==> config.mk <==
export PLATFORM = sky130hd
export DESIGN_NAME = vtx_fifo_cache
export DESIGN_NICKNAME = d
export VERILOG_FILES = /design/src/rtl/vc_pkg.sv /design/src/rtl/vc_sat_counter.sv /design/src/rtl/vc_ctrl.sv /design/src/rtl/vc_datapath.sv /design/src/rtl/vtx_fifo_cache.sv
export SDC_FILE = /design/constraint.sdc
export NUM_CORES = 1
export LEC_CHECK = 0
export ABC_AREA = 1
export BUFFER_PORTS_ARGS = -buffer_cell sky130_fd_sc_hd__clkbuf_2
export CORE_MARGIN = 5
export CORE_UTILIZATION = 35
export DETAILED_ROUTE_END_ITERATION = 8
export GPL_TIMING_DRIVEN = 1
export PLACE_DENSITY_LB_ADDON = 0.25
export SYNTH_ARGS = -nofsm -noshare
export SYNTH_HDL_FRONTEND = slang
export SYNTH_SLANG_ARGS = --single-unit
==> constraint.sdc <==
create_clock -name clk -period 2.9 [get_ports clk]
set_input_delay 0.58 -clock clk [delete_from_list [all_inputs] [get_ports clk]]
set_output_delay 0.58 -clock clk [all_outputs]
set_load 0.01 [all_outputs]
==> src/rtl/vc_pkg.sv <==
package vc_pkg;

  typedef enum logic {
    CS_IDLE = 1'b0,
    CS_WAIT = 1'b1
  } vcState_t;

  typedef struct packed {
    logic accept;
    logic allocate;
    logic finish;
    logic flushAll;
  } vcStrobes_t;

endpackage

==> src/rtl/vc_sat_counter.sv <==
module vc_sat_counter #(
  parameter int W = 16
) (
  input  logic         clk,
  input  logic         rst_n,
  input  logic         clear,
  input  logic         inc,
  output logic [W-1:0] count
);
  localparam logic [W-1:0] MAXV = '1;

  always_ff @(posedge clk or negedge rst_n) begin
    if (!rst_n)                    count <= '0;
    else if (clear)                count <= '0;
    else if (inc && count != MAXV) count <= count + 1'b1;
  end
endmodule

==> src/rtl/vc_ctrl.sv <==
module vc_ctrl
  import vc_pkg::*;
(
  input  logic       clk,
  input  logic       rst_n,
  input  logic       flush,
  input  logic       inValid,
  input  logic       xfDone,
  input  logic       lookupHit,
  output logic       inReady,
  output logic       xfReqValid,
  output vcStrobes_t strb
);
  vcState_t state;

  always_comb begin
    inReady       = (state == CS_IDLE) && !flush;
    strb.flushAll = flush;
    strb.accept   = inValid && inReady;
    strb.allocate = strb.accept && !lookupHit;
    strb.finish   = (state == CS_WAIT) && xfDone && !flush;
  end

  assign xfReqValid = (state == CS_WAIT);

  always_ff @(posedge clk or negedge rst_n) begin
    if (!rst_n)            state <= CS_IDLE;
    else if (flush)        state <= CS_IDLE;
    else if (strb.allocate) state <= CS_WAIT;
    else if (strb.finish)  state <= CS_IDLE;
  end
endmodule

==> src/rtl/vc_datapath.sv <==
module vc_datapath
  import vc_pkg::*;
#(
  parameter int IDX_W  = 16,
  parameter int DEPTH  = 15,
  parameter int SLOT_W = 4
) (
  input  logic              clk,
  input  logic              rst_n,
  input  vcStrobes_t        strb,
  input  logic [IDX_W-1:0]  inIndex,
  output logic              lookupHit,
  output logic [IDX_W-1:0]  xfReqIndex,
  output logic [SLOT_W-1:0] xfReqSlot,
  output logic              resValid,
  output logic [SLOT_W-1:0] resSlot,
  output logic              resHit
);
  localparam logic [SLOT_W-1:0] LAST_SLOT = SLOT_W'(DEPTH - 1);

  logic [IDX_W-1:0]  tagStore [DEPTH];
  logic [DEPTH-1:0]  tagValid;
  logic [DEPTH-1:0]  matchVec;
  logic [SLOT_W-1:0] matchSlot;
  logic [SLOT_W-1:0] wrPtr;

  for (genvar i = 0; i < DEPTH; i++) begin : g_cmp
    assign matchVec[i] = tagValid[i] && (tagStore[i] == inIndex);

    always_ff @(posedge clk or negedge rst_n) begin
      if (!rst_n) begin
        tagStore[i] <= '0;
        tagValid[i] <= 1'b0;
      end else if (strb.flushAll) begin
        tagValid[i] <= 1'b0;
      end else if (strb.allocate && wrPtr == SLOT_W'(i)) begin
        tagStore[i] <= inIndex;
        tagValid[i] <= 1'b1;
      end
    end
  end

  assign lookupHit = |matchVec;

  always_comb begin
    matchSlot = '0;
    for (int i = 0; i < DEPTH; i++)
      if (matchVec[i]) matchSlot = matchSlot | SLOT_W'(i);
  end

  always_ff @(posedge clk or negedge rst_n) begin
    if (!rst_n) begin
      wrPtr      <= '0;
      xfReqIndex <= '0;
      xfReqSlot  <= '0;
    end else if (strb.flushAll) begin
      wrPtr <= '0;
    end else if (strb.allocate) begin
      xfReqIndex <= inIndex;
      xfReqSlot  <= wrPtr;
      wrPtr      <= (wrPtr == LAST_SLOT) ? '0 : wrPtr + 1'b1;
    end
  end

  always_ff @(posedge clk or negedge rst_n) begin
    if (!rst_n) begin
      resValid <= 1'b0;
      resSlot  <= '0;
      resHit   <= 1'b0;
    end else if (strb.flushAll) begin
      resValid <= 1'b0;
    end else if (strb.accept && lookupHit) begin
      resValid <= 1'b1;
      resSlot  <= matchSlot;
      resHit   <= 1'b1;
    end else if (strb.finish) begin
      resValid <= 1'b1;
      resSlot  <= xfReqSlot;
      resHit   <= 1'b0;
    end else begin
      resValid <= 1'b0;
    end
  end
endmodule

==> src/rtl/vtx_fifo_cache.sv <==
module vtx_fifo_cache
  import vc_pkg::*;
#(
  parameter int IDX_W  = 16,
  parameter int DEPTH  = 15,
  parameter int CNT_W  = 16,
  parameter int SLOT_W = (DEPTH > 1) ? $clog2(DEPTH) : 1
) (
  input  logic              clk,
  input  logic              rst_n,
  input  logic              flush,
  input  logic              inValid,
  input  logic [IDX_W-1:0]  inIndex,
  output logic              inReady,
  output logic              xfReqValid,
  output logic [IDX_W-1:0]  xfReqIndex,
  output logic [SLOT_W-1:0] xfReqSlot,
  input  logic              xfDone,
  output logic              resValid,
  output logic [SLOT_W-1:0] resSlot,
  output logic              resHit,
  output logic [CNT_W-1:0]  hitCount,
  output logic [CNT_W-1:0]  missCount
);
  vcStrobes_t strb;
  logic       lookupHit;

  vc_ctrl u_ctrl (
    .clk(clk), .rst_n(rst_n), .flush(flush), .inValid(inValid),
    .xfDone(xfDone), .lookupHit(lookupHit), .inReady(inReady),
    .xfReqValid(xfReqValid), .strb(strb)
  );

  vc_datapath #(.IDX_W(IDX_W), .DEPTH(DEPTH), .SLOT_W(SLOT_W)) u_dp (
    .clk(clk), .rst_n(rst_n), .strb(strb), .inIndex(inIndex),
    .lookupHit(lookupHit), .xfReqIndex(xfReqIndex), .xfReqSlot(xfReqSlot),
    .resValid(resValid), .resSlot(resSlot), .resHit(resHit)
  );

  vc_sat_counter #(.W(CNT_W)) u_hitCnt (
    .clk(clk), .rst_n(rst_n), .clear(strb.flushAll),
    .inc(strb.accept && lookupHit), .count(hitCount)
  );

  vc_sat_counter #(.W(CNT_W)) u_missCnt (
    .clk(clk), .rst_n(rst_n), .clear(strb.flushAll),
    .inc(strb.allocate), .count(missCount)
  );
endmodule

==> summary.md, run 1 <==
| Metric | Value |
|---|---|
| Seq cells post-synth | `318` |
| CTS Root Cell | `clkbuf_16` |
| WHS | `223.8 ps` |
| Htree depth | `2` |
| Drt initial violations | `1735` |
| Most frequent cells in the layout | `1212 x nand2_1, 325 x buf_4, 318 x dfrtp_1` |
| Reg power frac | `0.403` |
| Met2 Use GR | `0.3564` |
| Placed wire-length estimate | `52.28 mm` |
| Total power divided by cell area | `484.0 nW/um2` |
| Worst setup SP type | `register` |
| Ports | `81` |
| LEAKAGE | `13.58 nW` |
| GR Util met3 | `0.03521` |
| Switching pwr | `0.003713 W` |
| Total grt overflow | `0` |
| Max Fanout on Critical Path | `9` |
| Int Pwr | `0.008728 W` |
| Die H | `253.8 um` |
| Tightest Hold Check Type | `in -> reg` |
| Clk_lat worst skew | `580 ps` |
| Avg Synthesized Cell Area | `6.981 um2` |
| Slowest CP cell | `dfrtp_1` |
| Synthesized Nets | `3003` |
| RSZ-0062 raised after global routing | `no` |
| First-pass GRT wire length | `111.7 mm` |
| Initial antenna violation count | `0` |
| Setup TNS | `0 ps` |
| GRT busiest layer | `met2` |
| Fin. max-slew vios | `0` |
| Synth warnings | `0` |
| Comb pwr share | `0.177` |
| Hold Vio Cnt, Final | `0` |
| Clk sink count | `318` |
| Worst Tran Pin Value | `605.4 ps` |
| Max Cap Violations | `0` |
| Row Count | `89` |
| WL/cell | `17.42 um` |
| Unique cell type count in the Yosys netlist | `43` |
| DRC viols | `0` |
| Required @ worst endpoint | `3370 ps` |
| Largest net degree at the start of global routing | `64` |
| CTS tree | `yes` |
| Layout cells sized above 1 | `0.2158` |
| Vias | `19842` |
| Synth Instances | `2980` |
| Filler cells | `6016` |
| Synth top area share | `0.3825` |
| Largest cells by area after synthesis | `dfrtp_1 38%, nand2_1 22%, nand3_2 6.3%` |
| Nets | `3354` |
| Final period utilization | `0.9085` |
| Number of detailed-route iterations in the first pass | `5` |
| Slew HR | `0.5955` |
| Top cell by count, worst path | `nand2_1` |
| Antenna cells | `0` |
| Die width | `253.8 um` |
| Clock Skew | `28.55 ps` |
| Port buffer count | `80` |
| Outcome | `complete, no violations` |
| Net switching fraction of the power | `0.2984` |
| Reg clk slew, reported paths | `60 ps` |
| Via density | `4.801` |
| Critical path arrival | `3100 ps` |
| Multi-input logic area | `10300 um2` |
| Post-synth top area cell | `dfrtp_1` |
| Max Clk Rate | `379.6 MHz` |
| Most common cell after layout, fill and taps aside | `nand2_1` |
| Gr usage total | `0.2223` |
| Die area | `64410 um2` |
| Critical path type | `reg -> reg` |
| Crit-path cells | `ha_1 > nand3_1 > nor3_1 > nand2_1 > nor4_1 > nand3_1 > nor2_1 > inv_1 > nand2_2 > inv_1 > nand2_1 > nand2_1` |
| Met1 usage | `0.3080` |
| Area of the mapped netlist | `20800 um2` |
| Worst setup EP type | `register` |
| Remaining antenna violation count | `0` |
| Clk buf depth | `3` |
| Vias in the first global route | `18827` |
| Area delta synth->final | `23.57%` |
| Worst VDD drop | `0.0004970 V` |
| Clk pwr share | `0.419` |
| Final Wtd Congestion | `0.9076` |
| Core footprint | `58910 um2` |
| Register area | `7958 um2` |
| WL final | `72.00 mm` |
| CP peak stage delay | `460 ps` |
| Min Tclk post-route | `2635 ps` |
| Cts bufs inserted | `40` |
| Sequential area share after synthesis | `0.3825` |
| Final-report setup violation count | `0` |
| Initial Util | `0.3531` |
==> flip-flops by register name, summed over array words and instances (netlist names) <==
| register | flops |
|---|---|
| u_dp.tagStore | 240 |
| u_ctrl.xfReqValid | 1 |
| u_dp.xfReqSlot | 4 |
| u_dp.resHit | 1 |
| u_hitCnt.count | 16 |
| u_dp.tagValid | 15 |
| u_dp.resSlot | 4 |
| u_dp.xfReqIndex | 16 |
| u_missCnt.count | 16 |
| u_dp.resValid | 1 |
| u_dp.wrPtr | 4 |
==> Yosys cell counts <==
library cell  number
and3_1             2
ha_1               2
nand2_2           17
clkbuf_4           1
clkinv_1           1
nor2b_1            2
and3b_1            1
nand3b_1          14
dfrtp_1          318
nand4_1           33
buf_12            15
buf_4             52
inv_1            282
clkbuf_8           1
inv_2             17
buf_2             27
nand3_2          131
xor2_1            27
buf_8             10
o31ai_1            1
o21ai_1           27
o21ai_0          121
or2_2             16
or2_1             10
a32o_1             1
o22ai_1            3
o21bai_1           1
buf_1              2
buf_6             34
nor3_1            11
nand2_1         1213
a21oi_1           20
nand3_1          212
nor2_1           295
nor4_1             2
nor2_8             4
clkbuf_1          12
o211ai_1           5
nor2_2             2
nor3b_1            3
xnor2_1           29
inv_4              2
and2_1             1
==> power by group through the flow <==
stage               Combinational (W)  Clock (W)  Sequential (W)
finish                        0.00221    0.00522         0.00502
CTS                           0.00221    0.00531         0.00502
global route                  0.00246    0.00550         0.00505
floorplan                     0.00121          0         0.00505
detailed placement            0.00220          0         0.00509
global placement              0.00219          0         0.00509
==> final timing paths <==
kind	start	end	slack, ps	cells past startpoint
min in group asynchronous	rst_n	u_dp.tagStore[91]	510	2
hold reg to reg	u_dp.tagStore[203]	u_dp.tagStore[203]	470	2
setup / recovery	u_hitCnt.count[0]	u_hitCnt.count[15]	270	12
max in group asynchronous	rst_n	u_dp.tagStore[203]	1600	3
setup reg to reg	u_hitCnt.count[0]	u_hitCnt.count[15]	270	12
hold / removal	xfDone	u_ctrl.xfReqValid	220	2
==> metal layers <==
metal,up-vias,wire length [um]
li1,9942,-
met1,9282,33280
met2,482,32570
met3,136,3483
met4,0,2666
met5,-,0
==> repair_timing <==
| action | 4_1_cts | 5_1_grt |
|---|---|---|
| hold endpoints to repair | 43 | 0 |
| hold buffers | 1 | 0 |
| gates resized for setup | 0 | 1 |
| endpoints found under the setup margin | 0 | 1 |
| buffers inserted | 0 | 0 |
==> layout make-up <==
| cell class | instances | share of cell area |
|---|---|---|
| tap | 773 | 0.03762 |
| multi-input combinational | 2206 | 0.4006 |
| clock inverter | 23 | 0.008956 |
| inverter | 302 | 0.04429 |
| clock buffer | 48 | 0.04327 |
| sequential | 318 | 0.3096 |
| timing repair buffer | 463 | 0.1557 |
==> critical path: cells and delay by family, from the launching register on <==
family                   cells  cell delay (ps)
AND/OR/NAND/NOR              9             1560
flip-flops                   1              460
buffers and inverters        2              280
adder cells (fa/ha/maj)      1              230
==> logic make-up after synthesis <==
| kind of cell | synth area share |
|---|---|
| adder cells (fa/ha/maj) | 0.001203 |
| flip-flops | 0.3825 |
| AO/OA/AOI/OAI | 0.04433 |
| AND/OR/NAND/NOR | 0.4248 |
| XOR/XNOR | 0.02358 |
| buffers and inverters | 0.1236 |
==> per-stage QoR <==
| step | setup slack [ps] | power [W] | utilization | cells | area, um2 |
|---|---|---|---|---|---|
| floorplan | 466.6 | 0.006261 | - | 2980 | 20800 |
| global placement | -158.0 | 0.007280 | 0.4134 | 4061 | 24350 |
| detailed placement | -193.2 | 0.007292 | 0.4134 | 4061 | 24350 |
| CTS | 189.9 | 0.01254 | 0.4363 | 4133 | 25700 |
| global route | 122.5 | 0.01302 | 0.4364 | 4133 | 25710 |
| finish | 265.5 | 0.01244 | 0.4364 | 4133 | 25710 |
Power figures use the tool's default switching activity.
==> inputs of run 2 (changes only) <==
SETUP_SLACK_MARGIN = 0.3   (was default)
SYNTH_HIERARCHICAL = 1   (was default)
==> run 2 against run 1 <==
Compared with the run above: non-clock buffer count grew 28; clock power about the same; first-iteration DRC count grew 7.5%; combinational power about the same; flip-flop and latch count did not move; synthesized cell count is 11% lower; via count decreased by 4.9%; power down 0.35%; critical path depth grew 10; largest power group unchanged; highest routed layer unchanged; sequential power shrank 1%; wire length fell by 5.0%.
==> summary.md, run 2 <==
| Metric | Value |
|---|---|
| Seq cells post-synth | `318 (unchanged)` |
| Filler cells | `5069 (-16%)` |
| Required @ worst endpoint | `3350 ps (-20 ps)` |
| Worst Tran Pin Value | `694.5 ps (+89.15 ps)` |
| Final-report setup violation count | `0 (unchanged)` |
| Ports | `81 (unchanged)` |
| Sequential area share after synthesis | `0.4348 (+0.05222)` |
| Top FF cell, synth | `dfrtp_1` |
| Comb pwr share | `0.177 (about the same)` |
| Clk pwr share | `0.423 (+0.004)` |
| DRC viols | `0 (unchanged)` |
| LEAKAGE | `12.18 nW (-10%)` |
| Largest net degree at the start of global routing | `62 (-3.1%)` |
| Drt initial violations | `1865 (+7.5%)` |
| Post-synth top area cell | `dfrtp_1` |
| Reg clk slew, reported paths | `60 ps (about the same)` |
| WHS Path Cells | `5 (+3)` |
| Synth Instances | `2648 (-11%)` |
| CTS Root Cell | `clkbuf_16` |
| Critical path arrival | `3010 ps (-90 ps)` |
| Gr usage total | `0.2235 (+0.001158)` |
| Net switching fraction of the power | `0.2820 (-0.01645)` |
| Worst setup SP type | `register` |
| Unique cell type count in the Yosys netlist | `41 (-4.7%)` |
| Vias | `18860 (-4.9%)` |
| CTS tree | `yes` |
| Int Pwr | `0.008902 W (+2.0%)` |
| Synth top area share | `0.4348 (+0.05222)` |
| Post-synth top cells | `1024 x nand2_1, 341 x o21ai_0, 318 x dfrtp_1` |
| Worst setup EP type | `register` |
| RSZ-0062 raised after global routing | `yes` |
| Total grt overflow | `0 (unchanged)` |
| Clk buf depth | `3 (unchanged)` |
| Core footprint | `51610 um2 (-12%)` |
| Die width | `238.7 um (-6.0%)` |
| Clk sink count | `318 (unchanged)` |
| Worst VDD drop | `0.0003706 V (-25%)` |
| WL/cell | `18.17 um (+4.3%)` |
| Vias in the first global route | `17747 (-5.7%)` |
| Row Count | `83 (-6.7%)` |
| Hold Vio Cnt, Final | `0 (unchanged)` |
| Share of synthesized registers carrying an async set or reset | `1.000 (unchanged)` |
| Max Clk Rate | `391.2 MHz (+3.1%)` |
| Worst reg-to-reg path cell count | `22 (+10)` |
| Min Tclk post-route | `2556 ps (-78.20 ps)` |
| Max reg flops | `240 (unchanged)` |
| Avg Synthesized Cell Area | `6.912 um2 (-0.98%)` |
| Most frequent cells in the layout | `997 x nand2_1, 339 x buf_4, 318 x dfrtp_1` |
| Die H | `238.7 um (-6.0%)` |
| Biggest register | `u_dp/tagStore` |
| Fin. max-slew vios | `0 (unchanged)` |
| Final cell count without fillers | `3764 (-8.9%)` |
| Max Fanout on Critical Path | `8 (-1)` |
| Nets | `3076 (-8.3%)` |
| Port buffer count | `80 (unchanged)` |
| Post-synth EDFFs | `0 (unchanged)` |
| Synthesized Nets | `2671 (-11%)` |
| Final period utilization | `0.8815 (-0.02697)` |
| First-pass GRT wire length | `100.5 mm (-10%)` |
| Layout cells sized above 1 | `0.2296 (+0.01380)` |
| Largest cells by area after synthesis | `dfrtp_1 43%, nand2_1 21%, o21ai_0 9.3%` |
| Max Cap Violations | `0 (unchanged)` |
| Slew HR | `0.5365 (-0.05898)` |
| Htree depth | `2 (unchanged)` |
| Cts bufs inserted | `40 (unchanged)` |
| Die area | `56970 um2 (-12%)` |
| WHS | `443.3 ps (+219.4 ps)` |
| Total power divided by cell area | `502.1 nW/um2 (+3.7%)` |
| Number of detailed-route iterations in the first pass | `6 (+1)` |
| Reg power frac | `0.400 (-0.003)` |
| Initial Util | `0.3546 (+0.001498)` |
| Outcome | `complete, no violations` |
| Antenna cells | `0 (unchanged)` |
| Switching pwr | `0.003496 W (-5.8%)` |
| Initial antenna violation count | `0 (unchanged)` |
| Area of the mapped netlist | `18300 um2 (-12%)` |
| Remaining antenna violation count | `0 (unchanged)` |
| Clk_lat worst skew | `570 ps (about the same)` |
| Via density | `5.011 (+4.4%)` |
| Final Wtd Congestion | `0.9154 (+0.86%)` |
| Area delta synth->final | `34.90%` |
| Tightest Hold Check Type | `in -> reg` |
| Critical path type | `reg -> reg` |
| WL final | `68.39 mm (-5.0%)` |
| Synth warnings | `6 (+6)` |
| Dpl cells | `3645 (-10%)` |
| Top-count cell post-synth | `nand2_1` |
| Clock Skew | `16.85 ps (-11.70 ps)` |
| Placed wire-length estimate | `46.63 mm (-11%)` |
| Most common cell after layout, fill and taps aside | `nand2_1` |
## run 2: what timing repair did
item | in CTS | in global routing
pin swaps | 13 | 25
cloned | 1 | 11
resized for setup | 41 | 119
setup buffers | 11 | 22
setup endpoints to repair | 113 | 286
endpoints found under the hold margin | 41 | 0
hold buffers | 1 | 0
## run 2: power groups by stage
stage / clock network (W) / registers, W / logic, W
floorplan: 0 / 0.00500 / 0.00101
global placement: 0 / 0.00502 / 0.00199
detailed placement: 0 / 0.00503 / 0.00200
CTS: 0.00536 / 0.00496 / 0.00205
global route: 0.00551 / 0.00500 / 0.00242
finish: 0.00524 / 0.00497 / 0.00219
## run 2: metal layers
layer | routed length (um) | track usage
met5 | 0 | 0
met4 | 2794 | 0.09896
met3 | 4626 | 0.03253
met2 | 30300 | 0.3427
met1 | 30670 | 0.3149
## run 2: cell families (layout without fill, tap and decap cells)
group / Yosys count / count (layout) / share of synthesized area
AOI/OAI and AO/OA: 375 / 375 / 0.1046
DFF: 318 / 318 / 0.4348
adders and majority gates: 2 / 2 / 0.001367
xor gates and xnor gates: 60 / 60 / 0.02871
buffers and inverters: 350 / 786 / 0.08394
and+or+nand+nor: 1543 / 1543 / 0.3466
## run 2: path summary, 6_finish.rpt
| path | startpoint | endpoint | slack [ps] |
|---|---|---|---|
| worst min register to register | u_dp/tagStore[183] | u_dp/tagStore[183] | 480 |
| worst min-delay path | xfDone | u_dp/resValid | 440 |
| worst max-delay path | u_dp/tagStore[120] | u_dp/tagStore[58] | 340 |
| worst max register to register | u_dp/tagStore[120] | u_dp/tagStore[58] | 340 |
| min in group asynchronous | rst_n | u_hitCnt/count[15] | 540 |
| max in group asynchronous | rst_n | u_dp/tagStore[185] | 1540 |
## run 2: through the flow
step | util | total power (W) | setup slack [ps] | setup TNS (ps) | cell area [um2]
after global routing | 0.4784 | 0.01293 | 221.9 | 0 | 24690
after global placement | 0.4320 | 0.007018 | -421.8 | -83560 | 22300
after detailed placement | 0.4320 | 0.007037 | -448.1 | -81190 | 22300
after floorplan | - | 0.006007 | 126.0 | 0 | 18520
after CTS | 0.4642 | 0.01236 | 293.7 | 0 | 23960
final | 0.4784 | 0.01240 | 343.7 | 0 | 24690
## run 2: final cells by class
cell class | instances | area, um2 | share of cell area
clock buffers | 61 | 1242 | 0.05032
clock inverters | 12 | 146.4 | 0.005929
inverters | 221 | 913.4 | 0.03699
multi-input cells | 1980 | 9139 | 0.3701
flip-flops and latches | 318 | 7958 | 0.3223
well taps | 680 | 850.8 | 0.03446
repair buffers | 491 | 4433 | 0.1795
repair inverters | 1 | 8.758 | 0.0003547
## run 2: worst max-delay path: stages (launching register included)
cell       delay (ps)
dfrtp_1           410
xor2_2            270
nor2_1             70
nand2_1            70
nor2_1             40
nand3_1           110
nand2_2            90
inv_2              60
nand2_2            50
nor2_4            120
nand2_4            60
inv_2              60
nand3_4            80
inv_4              80
inv_4              50
nor2_4            110
inv_4              60
nor2_4            110
nand4_1           100
buf_6             170
clkbuf_16         170
nand2_1            70
o21ai_2            50
